$ cat config.mk
export PLATFORM = sky130hd
export DESIGN_NAME = phy_tst_xactor
export DESIGN_NICKNAME = d
export VERILOG_FILES = /design/src/rtl/phy_tst_pkg.sv /design/src/rtl/phy_tst_dwell.sv /design/src/rtl/phy_tst_pins.sv /design/src/rtl/phy_tst_xactor.sv
export SDC_FILE = /design/constraint.sdc
export NUM_CORES = 1
export LEC_CHECK = 0
export CORE_ASPECT_RATIO = 0.8
export CORE_UTILIZATION = 56
export DETAILED_ROUTE_END_ITERATION = 10
export DONT_BUFFER_PORTS = 1
export GPL_TIMING_DRIVEN = 0
export HOLD_SLACK_MARGIN = 0.1
export PLACE_DENSITY_LB_ADDON = 0.1
export SLEW_MARGIN = 20
export SYNTH_ARGS = -nofsm -noshare
export SYNTH_HDL_FRONTEND = slang
export SYNTH_HIERARCHICAL = 1
export SYNTH_SLANG_ARGS = --single-unit
$ cat constraint.sdc
create_clock -name clk -period 2.5 [get_ports clk]
set_input_delay 0 -clock clk [delete_from_list [all_inputs] [get_ports clk]]
set_output_delay 0 -clock clk [all_outputs]
set_load 0.01 [all_outputs]
$ cat src/rtl/phy_tst_pkg.sv
package phy_tst_pkg;

    typedef enum logic [2:0] {
        ST_IDLE      = 3'd0,
        ST_CLK_RISE  = 3'd1,
        ST_ADDR_SET  = 3'd2,
        ST_ADDR_FALL = 3'd3,
        ST_DATA_SET  = 3'd4,
        ST_DATA_RISE = 3'd5,
        ST_DONE      = 3'd6
    } tst_state_e;

endpackage

$ cat src/rtl/phy_tst_dwell.sv
module phy_tst_dwell #(
    parameter int DWELL_W = 4
) (
    input  logic               clk,
    input  logic               rst_n,
    input  logic               load,
    input  logic [DWELL_W-1:0] len,
    output logic               expired
);
    localparam logic [DWELL_W-1:0] ONE = DWELL_W'(1);

    logic [DWELL_W-1:0] cnt_q;
    logic [DWELL_W-1:0] len_eff;

    assign len_eff = (len == '0) ? ONE : len;
    assign expired = (cnt_q == '0);

    always_ff @(posedge clk or negedge rst_n) begin
        if (!rst_n) begin
            cnt_q <= '0;
        end else if (load) begin
            cnt_q <= len_eff - ONE;
        end else if (cnt_q != '0) begin
            cnt_q <= cnt_q - ONE;
        end
    end
endmodule

$ cat src/rtl/phy_tst_pins.sv
module phy_tst_pins
    import phy_tst_pkg::*;
#(
    parameter int BUS_W = 8
) (
    input  logic             clk,
    input  logic             rst_n,
    input  logic             enter,
    input  tst_state_e       phase,
    input  logic [BUS_W-1:0] addr,
    input  logic [BUS_W-1:0] data,
    output logic             tst_clk,
    output logic             tst_en,
    output logic [BUS_W-1:0] tst_din
);
    always_ff @(posedge clk or negedge rst_n) begin
        if (!rst_n) begin
            tst_clk <= 1'b0;
            tst_en  <= 1'b0;
            tst_din <= '0;
        end else if (enter) begin
            unique case (phase)
                ST_CLK_RISE: begin
                    tst_clk <= 1'b1;
                end
                ST_ADDR_SET: begin
                    tst_en  <= 1'b1;
                    tst_din <= addr;
                end
                ST_ADDR_FALL: begin
                    tst_clk <= 1'b0;
                end
                ST_DATA_SET: begin
                    tst_en  <= 1'b0;
                    tst_din <= data;
                end
                ST_DATA_RISE: begin
                    tst_clk <= 1'b1;
                end
                ST_IDLE, ST_DONE: begin
                end
                default: begin
                end
            endcase
        end
    end
endmodule

$ cat src/rtl/phy_tst_xactor.sv
module phy_tst_xactor
    import phy_tst_pkg::*;
#(
    parameter int BUS_W   = 8,
    parameter int STAT_W  = 16,
    parameter int DWELL_W = 4
) (
    input  logic               clk,
    input  logic               rst_n,
    input  logic               req_valid,
    input  logic [BUS_W-1:0]   req_addr,
    input  logic [BUS_W-1:0]   req_data,
    input  logic               req_addr_only,
    input  logic [DWELL_W-1:0] step_len,
    input  logic [STAT_W-1:0]  tst_status,
    output logic               busy,
    output logic               ack,
    output logic [BUS_W-1:0]   rd_byte,
    output logic               tst_clk,
    output logic               tst_en,
    output logic [BUS_W-1:0]   tst_din
);
    localparam logic [BUS_W-1:0] SKIP_CODE = {BUS_W{1'b1}};
    localparam int               RET_LO    = STAT_W - BUS_W;

    tst_state_e         state_q, state_n;
    logic               accept;
    logic               enter;
    logic               expired;
    logic               skip_q;
    logic [BUS_W-1:0]   addr_q, data_q, rd_q;
    logic [DWELL_W-1:0] step_q, len_sel;
    logic               unused_status_lo;

    assign unused_status_lo = ^tst_status[RET_LO-1:0];
    assign accept  = (state_q == ST_IDLE) && req_valid;
    assign enter   = (state_n != state_q);
    assign len_sel = accept ? step_len : step_q;

    always_comb begin
        state_n = state_q;
        unique case (state_q)
            ST_IDLE:      if (req_valid) state_n = ST_CLK_RISE;
            ST_CLK_RISE:  if (expired) state_n = ST_ADDR_SET;
            ST_ADDR_SET:  if (expired) state_n = ST_ADDR_FALL;
            ST_ADDR_FALL: if (expired) state_n = skip_q ? ST_DONE : ST_DATA_SET;
            ST_DATA_SET:  if (expired) state_n = ST_DATA_RISE;
            ST_DATA_RISE: if (expired) state_n = ST_DONE;
            ST_DONE:      state_n = ST_IDLE;
            default:      state_n = ST_IDLE;
        endcase
    end

    always_ff @(posedge clk or negedge rst_n) begin
        if (!rst_n) begin
            state_q <= ST_IDLE;
            skip_q  <= 1'b0;
            addr_q  <= '0;
            data_q  <= '0;
            step_q  <= '0;
            rd_q    <= '0;
        end else begin
            state_q <= state_n;
            if (accept) begin
                skip_q <= req_addr_only || (req_data == SKIP_CODE);
                addr_q <= req_addr;
                data_q <= req_data;
                step_q <= step_len;
            end
            if (enter && state_n == ST_DONE) begin
                rd_q <= tst_status[STAT_W-1:RET_LO];
            end
        end
    end

    always_comb begin
        busy    = (state_q != ST_IDLE);
        ack     = (state_q == ST_DONE);
        rd_byte = rd_q;
    end

    phy_tst_dwell #(.DWELL_W(DWELL_W)) i_dwell (
        .clk     (clk),
        .rst_n   (rst_n),
        .load    (enter),
        .len     (len_sel),
        .expired (expired)
    );

    phy_tst_pins #(.BUS_W(BUS_W)) i_pins (
        .clk     (clk),
        .rst_n   (rst_n),
        .enter   (enter),
        .phase   (state_n),
        .addr    (addr_q),
        .data    (data_q),
        .tst_clk (tst_clk),
        .tst_en  (tst_en),
        .tst_din (tst_din)
    );
endmodule

### Yosys cells after proc, flatten, opt, wreduce, memory -nomap -nowiden

Cells that the tools add are included.

* bits of input ports: 40
* register bits after elaboration: 46
* word-level logic and storage cells: 55

* add/subtract/negate cells: 2
* reductions and logical operators: 14
* eq/ne operators: 14
* multiplexer cells: 15

Operator list (number)
* $eq A3 B3 Y1 const B: 6
* $mux W3: 6
* $pmux W3 S6: 1
* $mux W4: 4
* $pmux W8 S2: 1
* $eq A3 B2 Y1 const B: 4
* $eq A8 B8 Y1 const B: 1
* $logic_not A4 Y1: 2
* $sub A4 B1 Y4 const B: 2
* $eq A3 B1 Y1 const B: 2
* $reduce_bool A2 Y1: 3
* $pmux W1 S2: 2
* $reduce_and A2 Y1: 2
* $reduce_bool A4 Y1: 1
* $logic_not A3 Y1: 1
* $ne A3 B3 Y1: 1
* $reduce_bool A3 Y1: 1
* $logic_and A1 B1 Y1: 2
* $mux W2: 1
* $reduce_or A2 Y1: 1
* $logic_or A1 B1 Y1: 1

### Logic depth before layout (Yosys ltp)

* depth in word-level cells: 7
* depth in mapped cells: 10
* gate-level depth less buffers: 10

### Cells and area by module

Netlist, hierarchy kept.

By module, submodules not included
* phy_tst_xactor: cells each 140, seq. area each 800.8 sq um, area each 1621.6 sq um, times used 1
* phy_tst_pins: cells each 36, seq. area each 250.2 sq um, area each 508.0 sq um, times used 1
* phy_tst_dwell: cells each 20, seq. area each 100.1 sq um, area each 231.5 sq um, times used 1

### Worst setup path before layout

OpenSTA, ideal clock, no wires.

* path kind: reg2reg
* start point: register i_dwell.cnt_q[2]
* end point: register i_pins.tst_din[0]
* data required time: 2.375 ns
* stages on the path, launching flop included: 9
* setup time: 0.125 ns
* arrival: 2.617 ns
* path slack: -0.242 ns
* buffers on the path: 1
* path through: dfrtp_1 > nor4_4 > nand2_2 > buf_2 > o211ai_1 > o21ai_0 > nor3b_4 > mux2_2 > mux2_2

* longest elaborated chain between the ends: 6

RTL lines
* start: declaration: RTL line phy_tst_dwell.sv:12 `logic [DWELL_W-1:0] cnt_q;`
* start signal: assignment: RTL line phy_tst_dwell.sv:22 `cnt_q <= len_eff - ONE;`
* start signal: assignment: RTL line phy_tst_dwell.sv:24 `cnt_q <= cnt_q - ONE;`
* $logic_not A4 Y1 *: RTL line phy_tst_dwell.sv:16 `assign expired = (cnt_q == '0);`
* via expired: RTL line phy_tst_xactor.sv:29 `logic expired;`
* $mux W3, on equally long branches
* $pmux W3 S6 *: RTL line phy_tst_xactor.sv:42 `unique case (state_q)`
* via state_n[1]: RTL line phy_tst_xactor.sv:26 `tst_state_e state_q, state_n;`
* $eq A3 B2 Y1 or $eq A3 B3 Y1 (tied branches): RTL line phy_tst_pins.sv:22 `unique case (phase)`
* $reduce_bool A2 Y1 (no source line)
* $reduce_and A2 Y1 (no source line)
* end signal: assignment: RTL line phy_tst_pins.sv:28 `tst_din <= addr;`
* end signal: assignment: RTL line phy_tst_pins.sv:35 `tst_din <= data;`
* end: declaration: RTL line phy_tst_pins.sv:14 `output logic [BUS_W-1:0] tst_din`

The timed path passes the listed nets; every way through them passes the cells marked *.
A chain may end at the register's enable or synchronous reset.

### Worst setup path in the final report

* start point: register i_dwell.cnt_q[2]
* end point: register i_pins.tst_din[4]

The elaborated chain is that of the path after synthesis.

==> results summary <==
The final period utilization came out at 102.5%. The first detailed-routing pass ran for 4 iterations. The worst reg-to-reg path cell count is 9.

The area of the mapped netlist is between 2000 and 2500 um^2. The number of antenna diodes in the final layout is 0. The shortest period the worst path allows is 2563 ps. The via count of the first global-routing pass came out at 1,751. The count of final max-slew check failures came to 0. Traced cell by cell, the critical path runs through nor4_4 > nand2_2 > buf_8 > o211ai_1 > o21ai_2 > nor3b_4 > buf_6 > mux2_4 > mux2_4. In the synthesized netlist, the cells that appear most often are dfrtp_1, nor2_1, mux2_2, mux2_4, nand2b_1.

The TritonCTS clock tree is yes. The global route total overflow is 0. The endpoint identified for the worst register-to-register timing path is i_pins/tst_din[4].

60 I/O pins were placed. The setup-violating endpoint count in the final report came out at 8. The core box area is 3904 um^2. The min-delay analysis places its worst path in the category in -> reg.

The wire length per cell after detailed routing is 18.37 um. In this run the cell area measured after placement is 2445 um^2. After floorplanning, the core was divided into 20 placement rows. The number of synthesis warnings is 6.

The count of maximum capacitance violations came out at 0. The number of enable flip-flop cells after synthesis is 0. The DRC violation count after routing is 0. The number of nets with antenna violations after routing came out at 0. The peak ir drop on the vdd network is between 0.0009 and 0.001 V.

In the final layout, the share of cells above drive strength 1 is a little under a third. The highest attainable clock frequency came out at 0.3902 GHz. The critical path in this run is classified as reg -> reg.

The share of the yosys chip area belonging to registers came out at 48.75%. The count of distinct cell types in the synthesized netlist came out at 40. The library cell used as clock root buffer is clkbuf_8. Among all flip-flop cells after synthesis, the most frequent one is dfrtp_1. The worst setup path is captured at a flip-flop. For this design the static power due to leakage is 1.356 nW. The overall routing resource usage is between 20 and 30%. The gate family responsible for the most delay along the worst path is simple AND/OR/NAND/NOR gates. Data arrives at the worst endpoint at 2740 ps. Entering global routing, the biggest net connects 47 pins. The worst-skew pair later-pin latency is 290 ps.

The launching point of the worst reg2reg path is i_dwell/cnt_q[2]. The clock-pin transition on the worst setup and hold timing paths is around 90 ps. The final core utilization came out at ~81%. The largest individual stage delay along the critical path comes from the cell dfrtp_1.

Setup repair after global routing could not meet its margin everywhere. In the post-synthesis netlist, the cell with the most instances is dfrtp_1. For this block, the initial DRC count from the detailed router was about 130.

In this run the worst setup path begins at i_dwell/cnt_q[2]. The vertical die dimension came out at 60.08 um. The top cell type by area accounts for a little under 50% of the synthesized area. The final hold slack came out at 104.9 ps. Buffers inserted during clock tree synthesis total 5.

The total clock sinks came out at 46. The number of buffers between clock root and the deepest sink is 2. The wire length of the first global-routing pass came out at roughly 8300 um. The total die area is 4481 um^2. In this run the worst setup path terminates at i_pins/tst_din[4]. The worst setup path is launched from a flip-flop. After synthesis, the cell types taking the most area are dfrtp_1, mux2_2, mux2_4. The relative slew slack came out at roughly 63%.

In this run the horizontal extent of the chip is 74.60 um. The number of antenna violations at the first check in global routing is 0. The number of register bits inferred by synthesis is 46. The count of buffers inserted at the top-level ports came out at 0. The setup clock skew after layout is 10.18 ps. The cell seen most often among critical-path stages is mux2_4.

The share of synthesized flip-flops with an asynchronous set or reset came out at 100.0%. The last weighted congestion value of the routability-driven placer is slightly below 0.8. The detail-routed via count per cell is 5.893.

The flow ran to the end, but the final reports show violations. The area growth from synthesis to layout is 33.39%. The largest stage delay on the critical path is 410 ps. Counting buffers and inverters, the worst setup path is 9 cells deep. The count of buffer and inverter cells on the critical path came out at 2. The area of all placed cells without fillers came out at roughly 3100 um^2. After detailed routing, the total wire length is 5658 um. The final reports fail on negative setup slack. The number of nets in the layout is 293.

The final count of hold timing violations is 0. The initial utilization of the core area, before any placement, comes to 60.48%. The actual slew at the worst max-slew pin is 554.8 ps. The synthesized netlist cell count came out at ~200.

Averaged over all synthesized cells, the footprint is approximately 12 um^2. The HPWL after detailed placement is 3405 um. The net count after synthesis came out at 237. The maximum level of the CTS H-tree is 2.

The highest net fanout along the worst path is 7. The least setup slack across all paths after layout is -62.70 ps. The total negative slack came out at -426.6 ps.

In this run the register-to-register setup slack is -60 ps. The required arrival time at the worst endpoint is roughly 2700 ps. The power density of the placed cells is 1365 nW/um^2. The total via count in the routed design came out at 1,815. The biggest area contributor in the post-synthesis netlist is dfrtp_1.
[routing by layer]
layer	wire [um]	global-route usage (%)
met1	2450	31.66
met2	2847	44.02
met3	321	6.914
met4	38	5.930
met5	0	0
[what timing repair did]
item | CTS | global route
buffers inserted | 13 | 5
pin swaps | 4 | 8
hold buffers | 31 | 0
hold endpoints to repair | 76 | 0
resized for setup | 7 | 25
endpoints found under the setup margin | 9 | 9
[worst min-delay path by stage]
stage | cells past startpoint | end | slack [ps] | from
final | 3 | skip_q | 100 | req_data[7]
after global routing | 3 | skip_q | 110 | req_data[7]
after CTS | 3 | skip_q | 110 | req_data[1]
after detailed placement | 0 | i_pins/tst_din[3] | -290 | rst_n
after global placement | 0 | addr_q[0] | -290 | rst_n
after floorplan | 0 | addr_q[0] | -300 | rst_n
[kinds of logic after synthesis]
logic type | count (synthesis) | share of synthesized area [%]
AND/OR/NAND/NOR | 50 | 12.61
flip-flops | 46 | 48.75
AO/OA/AOI/OAI | 45 | 14.20
multiplexers | 37 | 19.18
buffers and inverters | 14 | 3.604
XOR/XNOR | 3 | 1.113
adder cells (fa/ha/maj) | 1 | 0.5299
[worst register-to-register path: cells and delay by family, from the launching register on]
kind / cells / cell delay [ps]
compound gates: 2 / 400
buf+inv: 2 / 310
flops: 1 / 410
mux: 2 / 560
simple gates: 3 / 770
[cell type report]
class / instances / area, um^2
Multi-Input combinational cell: 136 / 1234
Clock inverter: 3 / 43.79
Buffer: 11 / 88.84
Tap cell: 55 / 68.82
Timing Repair Buffer: 49 / 483.0
Fill cell: 240 / 754.5
Clock buffer: 5 / 68.82
Sequential cell: 46 / 1151
Inverter: 3 / 11.26
[per-stage QoR]
stage          total power [mW]  instances  worst slack (ps)
6_report                  4.299        308            -62.70
5_1_grt                   4.556        308            -144.1
4_1_cts                   3.968        303            -7.654
3_5_place_dp              3.167        251            -466.4
3_3_place_gp              3.046        251            -370.3
2_1_floorplan             2.809        196            -47.27
[flip-flops by register name (all words and copies together), names as in the netlist]
signal	flops
step_q	4
addr_q	8
rd_byte	8
skip_q	1
i_pins/tst_en	1
i_pins/tst_din	8
i_dwell/cnt_q	4
i_pins/tst_clk	1
data_q	8
state_q	3
[power by group]
group	leakage, nW	switching (mW)	total [mW]	internal (mW)
clock	0.0585	0.247	0.546	0.300
sequential	0.565	0.323	1.43	1.11
combinational	0.733	1.09	2.32	1.23
[placed cells by master, fill, tap and decap left out, drive strengths merged, types with 2 or more instances in the layout]
cell type,synthesis,final
o21ai,7,7
dlygate4sd3,0,30
nor3b,2,2
a221oi,8,8
mux2,36,36
a21oi,5,5
o2bb2ai,8,8
nor2,22,22
clkbuf,5,10
inv,3,4
buf,6,25
dfrtp,46,46
nand2,5,5
xnor2,3,3
o31ai,9,9
and4,2,2
nand2b,10,10
nor3,3,3
(Power assumes the default switching activity.)
